--- src/rtl/dma_xfer_pkg.sv ---
package dma_xfer_pkg;

  typedef enum logic [1:0] {
    ST_IDLE,
    ST_XFER,
    ST_M_RD,
    ST_M_WR
  } seq_state_e;

  typedef struct packed {
    logic wr_type;    // 1: memory write strobe, 0: memory read strobe
    logic auto_init;
    logic dec;
  } ch_mode_t;

endpackage

--- src/rtl/dma_chan_regs.sv ---
module dma_chan_regs
  import dma_xfer_pkg::*;
#(
  parameter int AW     = 16,
  parameter int PAGE_W = 8
) (
  input  logic              clk_i,
  input  logic              rst_ni,
  input  logic [7:0]        wdata_i,
  input  logic              hi_i,
  input  logic              addr_we_i,
  input  logic              cnt_we_i,
  input  logic              page_we_i,
  input  logic              mode_we_i,
  input  ch_mode_t          mode_i,
  input  logic              step_addr_i,
  input  logic              step_cnt_i,
  input  logic              reload_i,
  output logic [AW-1:0]     cur_addr_o,
  output logic [AW-1:0]     cur_cnt_o,
  output logic [PAGE_W-1:0] page_o,
  output ch_mode_t          mode_o
);

  localparam int HI_W = AW - 8;

  logic [AW-1:0] base_addr_q, base_cnt_q, cur_addr_q, cur_cnt_q;
  logic [PAGE_W-1:0] page_q;
  ch_mode_t mode_q;

  function automatic logic [AW-1:0] put_byte(input logic [AW-1:0] old,
                                             input logic hi,
                                             input logic [7:0] d);
    logic [AW-1:0] r;
    r = old;
    if (hi) r[AW-1:8] = d[HI_W-1:0];
    else    r[7:0]    = d;
    return r;
  endfunction

  always_ff @(posedge clk_i or negedge rst_ni) begin
    if (!rst_ni) begin
      base_addr_q <= '0;
      cur_addr_q  <= '0;
    end else if (addr_we_i) begin
      base_addr_q <= put_byte(base_addr_q, hi_i, wdata_i);
      cur_addr_q  <= put_byte(cur_addr_q, hi_i, wdata_i);
    end else if (reload_i) begin
      cur_addr_q <= base_addr_q;
    end else if (step_addr_i) begin
      // wraps inside the page: no carry out of AW bits
      cur_addr_q <= mode_q.dec ? cur_addr_q - AW'(1) : cur_addr_q + AW'(1);
    end
  end

  always_ff @(posedge clk_i or negedge rst_ni) begin
    if (!rst_ni) begin
      base_cnt_q <= '0;
      cur_cnt_q  <= '0;
    end else if (cnt_we_i) begin
      base_cnt_q <= put_byte(base_cnt_q, hi_i, wdata_i);
      cur_cnt_q  <= put_byte(cur_cnt_q, hi_i, wdata_i);
    end else if (reload_i) begin
      cur_cnt_q <= base_cnt_q;
    end else if (step_cnt_i) begin
      cur_cnt_q <= cur_cnt_q - AW'(1);
    end
  end

  always_ff @(posedge clk_i or negedge rst_ni) begin
    if (!rst_ni) begin
      page_q <= '0;
      mode_q <= '0;
    end else begin
      if (page_we_i) page_q <= wdata_i[PAGE_W-1:0];
      if (mode_we_i) mode_q <= mode_i;
    end
  end

  assign cur_addr_o = cur_addr_q;
  assign cur_cnt_o  = cur_cnt_q;
  assign page_o     = page_q;
  assign mode_o     = mode_q;

endmodule

--- src/rtl/dma_stat.sv ---
module dma_stat #(
  parameter int NUM_CH = 4,
  parameter int CHW    = 2
) (
  input  logic              clk_i,
  input  logic              rst_ni,
  input  logic [NUM_CH-1:0] tc_set_i,
  input  logic              stat_rd_i,
  input  logic              mask_we_i,
  input  logic [CHW-1:0]    mask_ch_i,
  input  logic              mask_val_i,
  input  logic [NUM_CH-1:0] mask_auto_i,
  input  logic              ptr_clr_i,
  input  logic              ptr_tog_i,
  output logic [NUM_CH-1:0] tc_o,
  output logic [NUM_CH-1:0] mask_o,
  output logic              ptr_o
);

  logic [NUM_CH-1:0] tc_q, mask_q, mask_n;
  logic ptr_q;

  always_comb begin
    mask_n = mask_q;
    if (mask_we_i) mask_n[mask_ch_i] = mask_val_i;
  end

  always_ff @(posedge clk_i or negedge rst_ni) begin
    if (!rst_ni) begin
      tc_q   <= '0;
      mask_q <= '1;
      ptr_q  <= 1'b0;
    end else begin
      // a fresh terminal count outlives a same-cycle status read
      tc_q   <= (stat_rd_i ? '0 : tc_q) | tc_set_i;
      mask_q <= mask_n | mask_auto_i;
      if (ptr_clr_i)      ptr_q <= 1'b0;
      else if (ptr_tog_i) ptr_q <= ~ptr_q;
    end
  end

  assign tc_o   = tc_q;
  assign mask_o = mask_q;
  assign ptr_o  = ptr_q;

endmodule

--- src/rtl/dma_seq.sv ---
module dma_seq
  import dma_xfer_pkg::*;
#(
  parameter int NUM_CH = 4,
  parameter int CHW    = 2
) (
  input  logic              clk_i,
  input  logic              rst_ni,
  input  logic              grant_i,
  input  logic [CHW-1:0]    grant_ch_i,
  input  logic [NUM_CH-1:0] mask_i,
  input  logic              m2m_i,
  input  logic [7:0]        rdata_i,
  output seq_state_e        state_o,
  output logic [CHW-1:0]    act_ch_o,
  output logic [7:0]        hold_o
);

  seq_state_e state_q;
  logic [CHW-1:0] act_q;
  logic [7:0] hold_q;

  always_ff @(posedge clk_i or negedge rst_ni) begin
    if (!rst_ni) begin
      state_q <= ST_IDLE;
      act_q   <= '0;
      hold_q  <= '0;
    end else begin
      unique case (state_q)
        ST_IDLE: begin
          if (grant_i && !mask_i[grant_ch_i]) begin
            if (m2m_i && grant_ch_i == CHW'(0)) begin
              if (!mask_i[1]) begin
                state_q <= ST_M_RD;
                act_q   <= '0;
              end
            end else if (!(m2m_i && grant_ch_i == CHW'(1))) begin
              state_q <= ST_XFER;
              act_q   <= grant_ch_i;
            end
          end
        end
        ST_M_RD: begin
          hold_q  <= rdata_i;
          state_q <= ST_M_WR;
        end
        ST_M_WR: state_q <= ST_IDLE;
        ST_XFER: state_q <= ST_IDLE;
        default: state_q <= ST_IDLE;
      endcase
    end
  end

  assign state_o  = state_q;
  assign act_ch_o = act_q;
  assign hold_o   = hold_q;

endmodule

--- src/rtl/dma_xfer_engine.sv ---
module dma_xfer_engine
  import dma_xfer_pkg::*;
#(
  parameter int NUM_CH = 4,
  parameter int AW     = 16,
  parameter int PAGE_W = 8,
  localparam int CHW   = $clog2(NUM_CH),
  localparam int MW    = PAGE_W + AW
) (
  input  logic              clk_i,
  input  logic              rst_ni,
  input  logic              reg_wr_i,
  input  logic              reg_rd_i,
  input  logic [3:0]        reg_sel_i,
  input  logic [7:0]        reg_wdata_i,
  output logic [7:0]        reg_rdata_o,
  input  logic              grant_i,
  input  logic [CHW-1:0]    grant_ch_i,
  output logic [NUM_CH-1:0] ch_mask_o,
  output logic [MW-1:0]     mem_addr_o,
  output logic              mem_rd_o,
  output logic              mem_wr_o,
  output logic [7:0]        mem_wdata_o,
  input  logic [7:0]        mem_rdata_i,
  output logic              tc_o,
  output logic [CHW-1:0]    tc_ch_o
);

  logic [AW-1:0]     cur_addr [NUM_CH];
  logic [AW-1:0]     cur_cnt  [NUM_CH];
  logic [PAGE_W-1:0] page     [NUM_CH];
  ch_mode_t          mode     [NUM_CH];

  logic [NUM_CH-1:0] addr_we, cnt_we, page_we, mode_we;
  logic [NUM_CH-1:0] step_addr, step_cnt, end_ev, reload, tc_set, mask_auto;
  logic [NUM_CH-1:0] tc_q, mask_q;
  logic              ptr_q, m2m_q;
  seq_state_e        state_q;
  logic [CHW-1:0]    act_ch;
  logic [7:0]        hold_q;
  logic [CHW-1:0]    sel_ch;
  logic [AW-1:0]     rd_val;
  ch_mode_t          mode_wd;
  logic              ptr_tog, ptr_clr, stat_rd, mask_we;

  // register port decode
  assign sel_ch  = reg_sel_i[CHW:1];
  assign mode_wd = '{wr_type: reg_wdata_i[4], auto_init: reg_wdata_i[3], dec: reg_wdata_i[2]};
  assign ptr_tog = (reg_wr_i | reg_rd_i) & ~reg_sel_i[3];
  assign ptr_clr = reg_wr_i & (reg_sel_i == 4'hB);
  assign stat_rd = reg_rd_i & (reg_sel_i == 4'h8);
  assign mask_we = reg_wr_i & (reg_sel_i == 4'h9);

  always_comb begin
    addr_we = '0;
    cnt_we  = '0;
    page_we = '0;
    mode_we = '0;
    if (reg_wr_i) begin
      if (!reg_sel_i[3]) begin
        if (reg_sel_i[0]) cnt_we[sel_ch]  = 1'b1;
        else              addr_we[sel_ch] = 1'b1;
      end else if (reg_sel_i[3:2] == 2'b11) begin
        page_we[reg_sel_i[CHW-1:0]] = 1'b1;
      end else if (reg_sel_i == 4'h8) begin
        mode_we[reg_wdata_i[CHW-1:0]] = 1'b1;
      end
    end
  end

  always_ff @(posedge clk_i or negedge rst_ni) begin
    if (!rst_ni)                              m2m_q <= 1'b0;
    else if (reg_wr_i && reg_sel_i == 4'hA)   m2m_q <= reg_wdata_i[0];
  end

  always_comb begin
    reg_rdata_o = '0;
    rd_val      = reg_sel_i[0] ? cur_cnt[sel_ch] : cur_addr[sel_ch];
    if (reg_rd_i) begin
      if (!reg_sel_i[3])            reg_rdata_o = ptr_q ? 8'(rd_val >> 8) : rd_val[7:0];
      else if (reg_sel_i == 4'h8)   reg_rdata_o = 8'({mask_q, tc_q});
    end
  end

  // memory side
  always_comb begin
    mem_addr_o  = '0;
    mem_rd_o    = 1'b0;
    mem_wr_o    = 1'b0;
    mem_wdata_o = '0;
    tc_o        = 1'b0;
    tc_ch_o     = act_ch;
    unique case (state_q)
      ST_XFER: begin
        mem_addr_o = {page[act_ch], cur_addr[act_ch]};
        mem_rd_o   = ~mode[act_ch].wr_type;
        mem_wr_o   = mode[act_ch].wr_type;
        tc_o       = (cur_cnt[act_ch] == AW'(1));
      end
      ST_M_RD: begin
        mem_addr_o = {page[0], cur_addr[0]};
        mem_rd_o   = 1'b1;
      end
      ST_M_WR: begin
        mem_addr_o  = {page[1], cur_addr[1]};
        mem_wr_o    = 1'b1;
        mem_wdata_o = hold_q;
        tc_o        = (cur_cnt[1] == AW'(1));
        tc_ch_o     = CHW'(1);
      end
      default: ;
    endcase
  end

  for (genvar c = 0; c < NUM_CH; c++) begin : g_ch
    localparam bit IN_PAIR = (c < 2);
    localparam bit CNT_CH  = (c == 1);
    logic is_act;

    assign is_act       = (state_q == ST_XFER) && (act_ch == CHW'(c));
    assign step_addr[c] = is_act | ((state_q == ST_M_WR) & IN_PAIR);
    assign step_cnt[c]  = is_act | ((state_q == ST_M_WR) & CNT_CH);
    assign end_ev[c]    = tc_o & step_addr[c];
    assign reload[c]    = end_ev[c] & mode[c].auto_init;
    assign mask_auto[c] = end_ev[c] & ~mode[c].auto_init;
    assign tc_set[c]    = tc_o & (tc_ch_o == CHW'(c));

    dma_chan_regs #(.AW(AW), .PAGE_W(PAGE_W)) u_ch (
      .clk_i       (clk_i),
      .rst_ni      (rst_ni),
      .wdata_i     (reg_wdata_i),
      .hi_i        (ptr_q),
      .addr_we_i   (addr_we[c]),
      .cnt_we_i    (cnt_we[c]),
      .page_we_i   (page_we[c]),
      .mode_we_i   (mode_we[c]),
      .mode_i      (mode_wd),
      .step_addr_i (step_addr[c]),
      .step_cnt_i  (step_cnt[c]),
      .reload_i    (reload[c]),
      .cur_addr_o  (cur_addr[c]),
      .cur_cnt_o   (cur_cnt[c]),
      .page_o      (page[c]),
      .mode_o      (mode[c])
    );
  end

  dma_stat #(.NUM_CH(NUM_CH), .CHW(CHW)) u_stat (
    .clk_i       (clk_i),
    .rst_ni      (rst_ni),
    .tc_set_i    (tc_set),
    .stat_rd_i   (stat_rd),
    .mask_we_i   (mask_we),
    .mask_ch_i   (reg_wdata_i[CHW-1:0]),
    .mask_val_i  (reg_wdata_i[2]),
    .mask_auto_i (mask_auto),
    .ptr_clr_i   (ptr_clr),
    .ptr_tog_i   (ptr_tog),
    .tc_o        (tc_q),
    .mask_o      (mask_q),
    .ptr_o       (ptr_q)
  );

  dma_seq #(.NUM_CH(NUM_CH), .CHW(CHW)) u_seq (
    .clk_i      (clk_i),
    .rst_ni     (rst_ni),
    .grant_i    (grant_i),
    .grant_ch_i (grant_ch_i),
    .mask_i     (mask_q),
    .m2m_i      (m2m_q),
    .rdata_i    (mem_rdata_i),
    .state_o    (state_q),
    .act_ch_o   (act_ch),
    .hold_o     (hold_q)
  );

  assign ch_mask_o = mask_q;

endmodule

--- config.mk ---
export PLATFORM = sky130hd
export DESIGN_NAME = dma_xfer_engine
export DESIGN_NICKNAME = d
export VERILOG_FILES = /design/src/rtl/dma_xfer_pkg.sv /design/src/rtl/dma_chan_regs.sv /design/src/rtl/dma_stat.sv /design/src/rtl/dma_seq.sv /design/src/rtl/dma_xfer_engine.sv
export SDC_FILE = /design/constraint.sdc
export NUM_CORES = 1
export LEC_CHECK = 0
export ABC_AREA = 1
export CORE_MARGIN = 2
export CORE_UTILIZATION = 36
export CTS_CLUSTER_SIZE = 20
export DETAILED_ROUTE_END_ITERATION = 6
export DONT_BUFFER_PORTS = 1
export SKIP_CTS_REPAIR_TIMING = 1
export SLEW_MARGIN = 20
export SYNTH_ARGS = -nofsm -noshare
export SYNTH_HDL_FRONTEND = slang
export SYNTH_SLANG_ARGS = --single-unit
--- constraint.sdc ---
create_clock -name clk_i -period 2.8 [get_ports clk_i]
set_clock_uncertainty 0.15 [all_clocks]
set_input_delay 0 -clock clk_i [delete_from_list [all_inputs] [get_ports clk_i]]
set_output_delay 0 -clock clk_i [all_outputs]
set_load 0.005 [all_outputs]
==> out/qor.csv <==
stage,metric,value,unit
timing,holdWs,-0.9716,ns
critical_path,reg2regPathDepth,8,
yosys,syn_inst,3241,
floorplanning,core-area,60360,um^2
critical_path,startpoint_type,flop,
critical_path,crit_type,flop to output pin,
place,preCtsSetupSlack,0.1329,ns
finish,area_delta_synth_final,16.33,%
timing,hold_viol_final,326,
yosys,synth_area,21990,um^2
critical_path,r2r_end,u_seq.act_ch_o[1]$_DFFE_PN0P_,
critical_path,cp-end-kind,output pin,
floorplanning,die-area,63080,um^2
finish,final_common_cell,nand2_1,
finish,layout.nets,3429,
job,cap_viol_max_count,0,
clock_tree,ctsHtreeMaxLevel,2,
timing,tns,0,ns
outcome,outcome,"finished, violations left",
clock_tree,cts.path.max_buffers,3,
finish,mostFrequentLayoutCells,"728 x nand2_1, 479 x nor2_1, 379 x inv_1, 317 x dfrtp_1, 223 x nand3_1",
route,drtIter0Drc,2447,
route,via_per_inst,5.445,
global_route,grt_pass1_vias,20754,
timing,fin_ws,0.06427,ns
critical_path,path_max_fanout,5,
global_route,grt_pass1_wl,126400,um
pwr,power_density,1047,nW/um^2
yosys,ys_ff_latch,322,
timing,finalCritPeriodShare,97.70,%
global_route,grt_max_degree,323,
floorplanning,rows,90,
clock_tree,clock_sinks,322,
global_route,antenna_found_initial,5,
clock_tree,clkLatencyLatePin,0.57,ns
floorplanning,ioPinCount,76,
clock_tree,cts_tree,built,
outcome,violations,hold timing,
route,num_vias,22552,
clock_tree,clk_pin_slew,0.06,ns
place,portBuffers,0,
clock_tree,root_buffer,clkbuf_16,
critical_path,ff2ff_setup_slack,0.13,ns
worst_hold_path,worstHoldPathType,primary input to async pin,
global_route,grt.overflow.total,0,
critical_path,cp.required,2.65,ns
timing,timing.fmax,0.3655,GHz
yosys,yosysSeqAreaShare,36.67,%
yosys,avgSynthCellArea,6.785,um^2
timing,relSlewSlack,4.180,%
place,dpl_cell_area,23370,um^2
timing,fin_crit,2.736,ns
route,drcViolationCount,0,
finish,layout-drive-gt1-share,8.964,%
yosys,yosysUniqueCellTypes,48,
route,drt-total-wl,84990,um
timing,setup_viol,0,
yosys,synth_nets,3338,
critical_path,r2r_start,u_seq.state_o[0]$_DFFE_PN0P_,
finish,final_area,25580,um^2
timing,drv_slew,0,
clock_tree,numCtsBuffers,39,
finish,fin_util,42.38,%
floorplanning,start_util,36.43,%
global_route,grt_use_total,26.04,%
route,first_pass_iters,5,
critical_path,arrival,2.59,ns
floorplanning,die_x,251.2,um
timing,tightest_slew,1.437,ns
floorplanning,die_y,251.2,um
place,gp_congestion,0.9693,
route,drt-wirelength-per-cell,20.52,um
pwr,leakagePower,12.83,nW
route,postRouteAntennaNets,0,
pwr,vdd_drop_max,451.5,uV
yosys,yosysWarnings,0,
place,detailed_place_hpwl,59820,um
-- sequential cells by signal, summed over array words and instances (netlist names) --
| register | count |
|---|---|
| u_seq.act_ch_o | 2 |
| g_ch.u_ch.cur_cnt_o | 64 |
| g_ch.u_ch.cur_addr_o | 64 |
| g_ch.u_ch.base_addr_q | 64 |
| g_ch.u_ch.base_cnt_q | 64 |
| u_stat.ptr_o | 1 |
| u_seq.hold_o | 8 |
| u_stat.mask_o | 4 |
| u_stat.tc_o | 4 |
| g_ch.u_ch.mode_o | 12 |
| g_ch.u_ch.page_o | 32 |
| m2m_q | 1 |
| u_seq.state_o | 2 |
-- worst max-delay path: stages (launching register included) --
cell	delay (ns)
dfrtp_1	0.41
inv_1	0.15
ha_4	0.20
clkinvlp_4	0.17
buf_4	0.18
nor2_4	0.17
inv_2	0.12
o22ai_1	0.26
o31ai_1	0.10
buf_4	0.18
inv_1	0.07
-- area by class of cell --
class / count / area (um^2)
Fill cell: 6295 / 34780
Clock buffer: 52 / 1085
Clock inverter: 15 / 232.7
Sequential cell: 322 / 8064
Inverter: 439 / 1654
Tap cell: 782 / 978.4
Multi-Input combinational cell: 2337 / 11780
Timing Repair Buffer: 193 / 1779
Antenna cell: 2 / 5.005
-- layer usage --
metal	GRT usage, %	wire length, um	part of all wire, %	up-vias
met4	11.58	3847	4.5	4
li1	-	-	-	10751
met3	6.140	8723	10	195
met5	0	24	0.028	-
met2	38.84	36240	43	1063
met1	35.82	36150	43	10539
-- worst max-delay path by stage --
stage / endpoint / cells past startpoint / slack (ns) / from
after detailed placement: g_ch[3].u_ch.cur_addr_o[9]$_DFFE_PN0P_ / 12 / 0.13 / g_ch[3].u_ch.cur_cnt_o[7]$_DFFE_PN0P_
after CTS: mem_addr_o[4] / 9 / -0.34 / u_seq.state_o[1]$_DFFE_PN0P_
after global routing: mem_addr_o[1] / 10 / -0.02 / u_seq.state_o[1]$_DFFE_PN0P_
after global placement: g_ch[3].u_ch.cur_addr_o[11]$_DFFE_PN0P_ / 13 / 0.16 / u_seq.state_o[1]$_DFFE_PN0P_
final: mem_addr_o[1] / 10 / 0.06 / u_seq.state_o[1]$_DFFE_PN0P_
after floorplan: g_ch[0].u_ch.cur_addr_o[10]$_DFFE_PN0P_ / 12 / 0.41 / g_ch[0].u_ch.mode_o[0]$_DFFE_PN0P_
-- cells in the mapped netlist (all sizes together) --
master   count  area, um^2
o22ai       28       175.2
xor2        53       464.2
o21ai      257        1290
o221ai       8       70.07
dfrtp      318        7958
a21o         3       22.52
and2         3       18.77
nor4         6       37.54
a31o         2       17.52
nand4      143       894.6
a21boi       1       7.510
clkinv       4       15.01
o211ai      10       75.07
dfstp        4       105.1
fa           4       80.08
a22oi       30       225.2
clkbuf      95       356.6
a221oi      10       87.58
xnor2       40       350.3
nor3        18       90.09
o2bb2ai      1       8.760
a21oi      171       855.8
ha          66       825.8
inv        435        1633
o21bai       8       60.06
nand3      226        1169
and3         2       12.51
o31ai        4       30.03
buf         50       287.8
nand3b       3       22.52
a31oi        7       43.79
nor2       493        1888
nand2      730        2743
o2111ai      5       43.79
a22o         1       8.760
a211oi       1       7.510
a32o         1       10.01
-- cells by family after synthesis --
family,after synthesis,share of synthesized area [%]
AOI/OAI and AO/OA,548,13.82
buffers and inverters,584,10.42
adders and majority gates,70,4.119
and+or+nand+nor,1624,31.27
DFF,322,36.67
xor gates and xnor gates,93,3.704
-- stage by stage --
step                instances  power (mW)
floorplan                3241       16.33
global placement         4006       20.58
detailed placement       4006       20.64
CTS                      4073       26.12
global route             4141       28.72
finish                   4142       26.78
-- power breakdown --
group | leakage [nW] | internal [mW] | switching (mW) | total, mW
clock | 0.653 | 3.27 | 2.14 | 5.40
combinational | 8.50 | 4.85 | 8.59 | 13.4
sequential | 3.69 | 6.39 | 1.54 | 7.94
total | 12.8 | 14.5 | 12.3 | 26.8
Note: power is estimated with default switching activity, not from simulation.
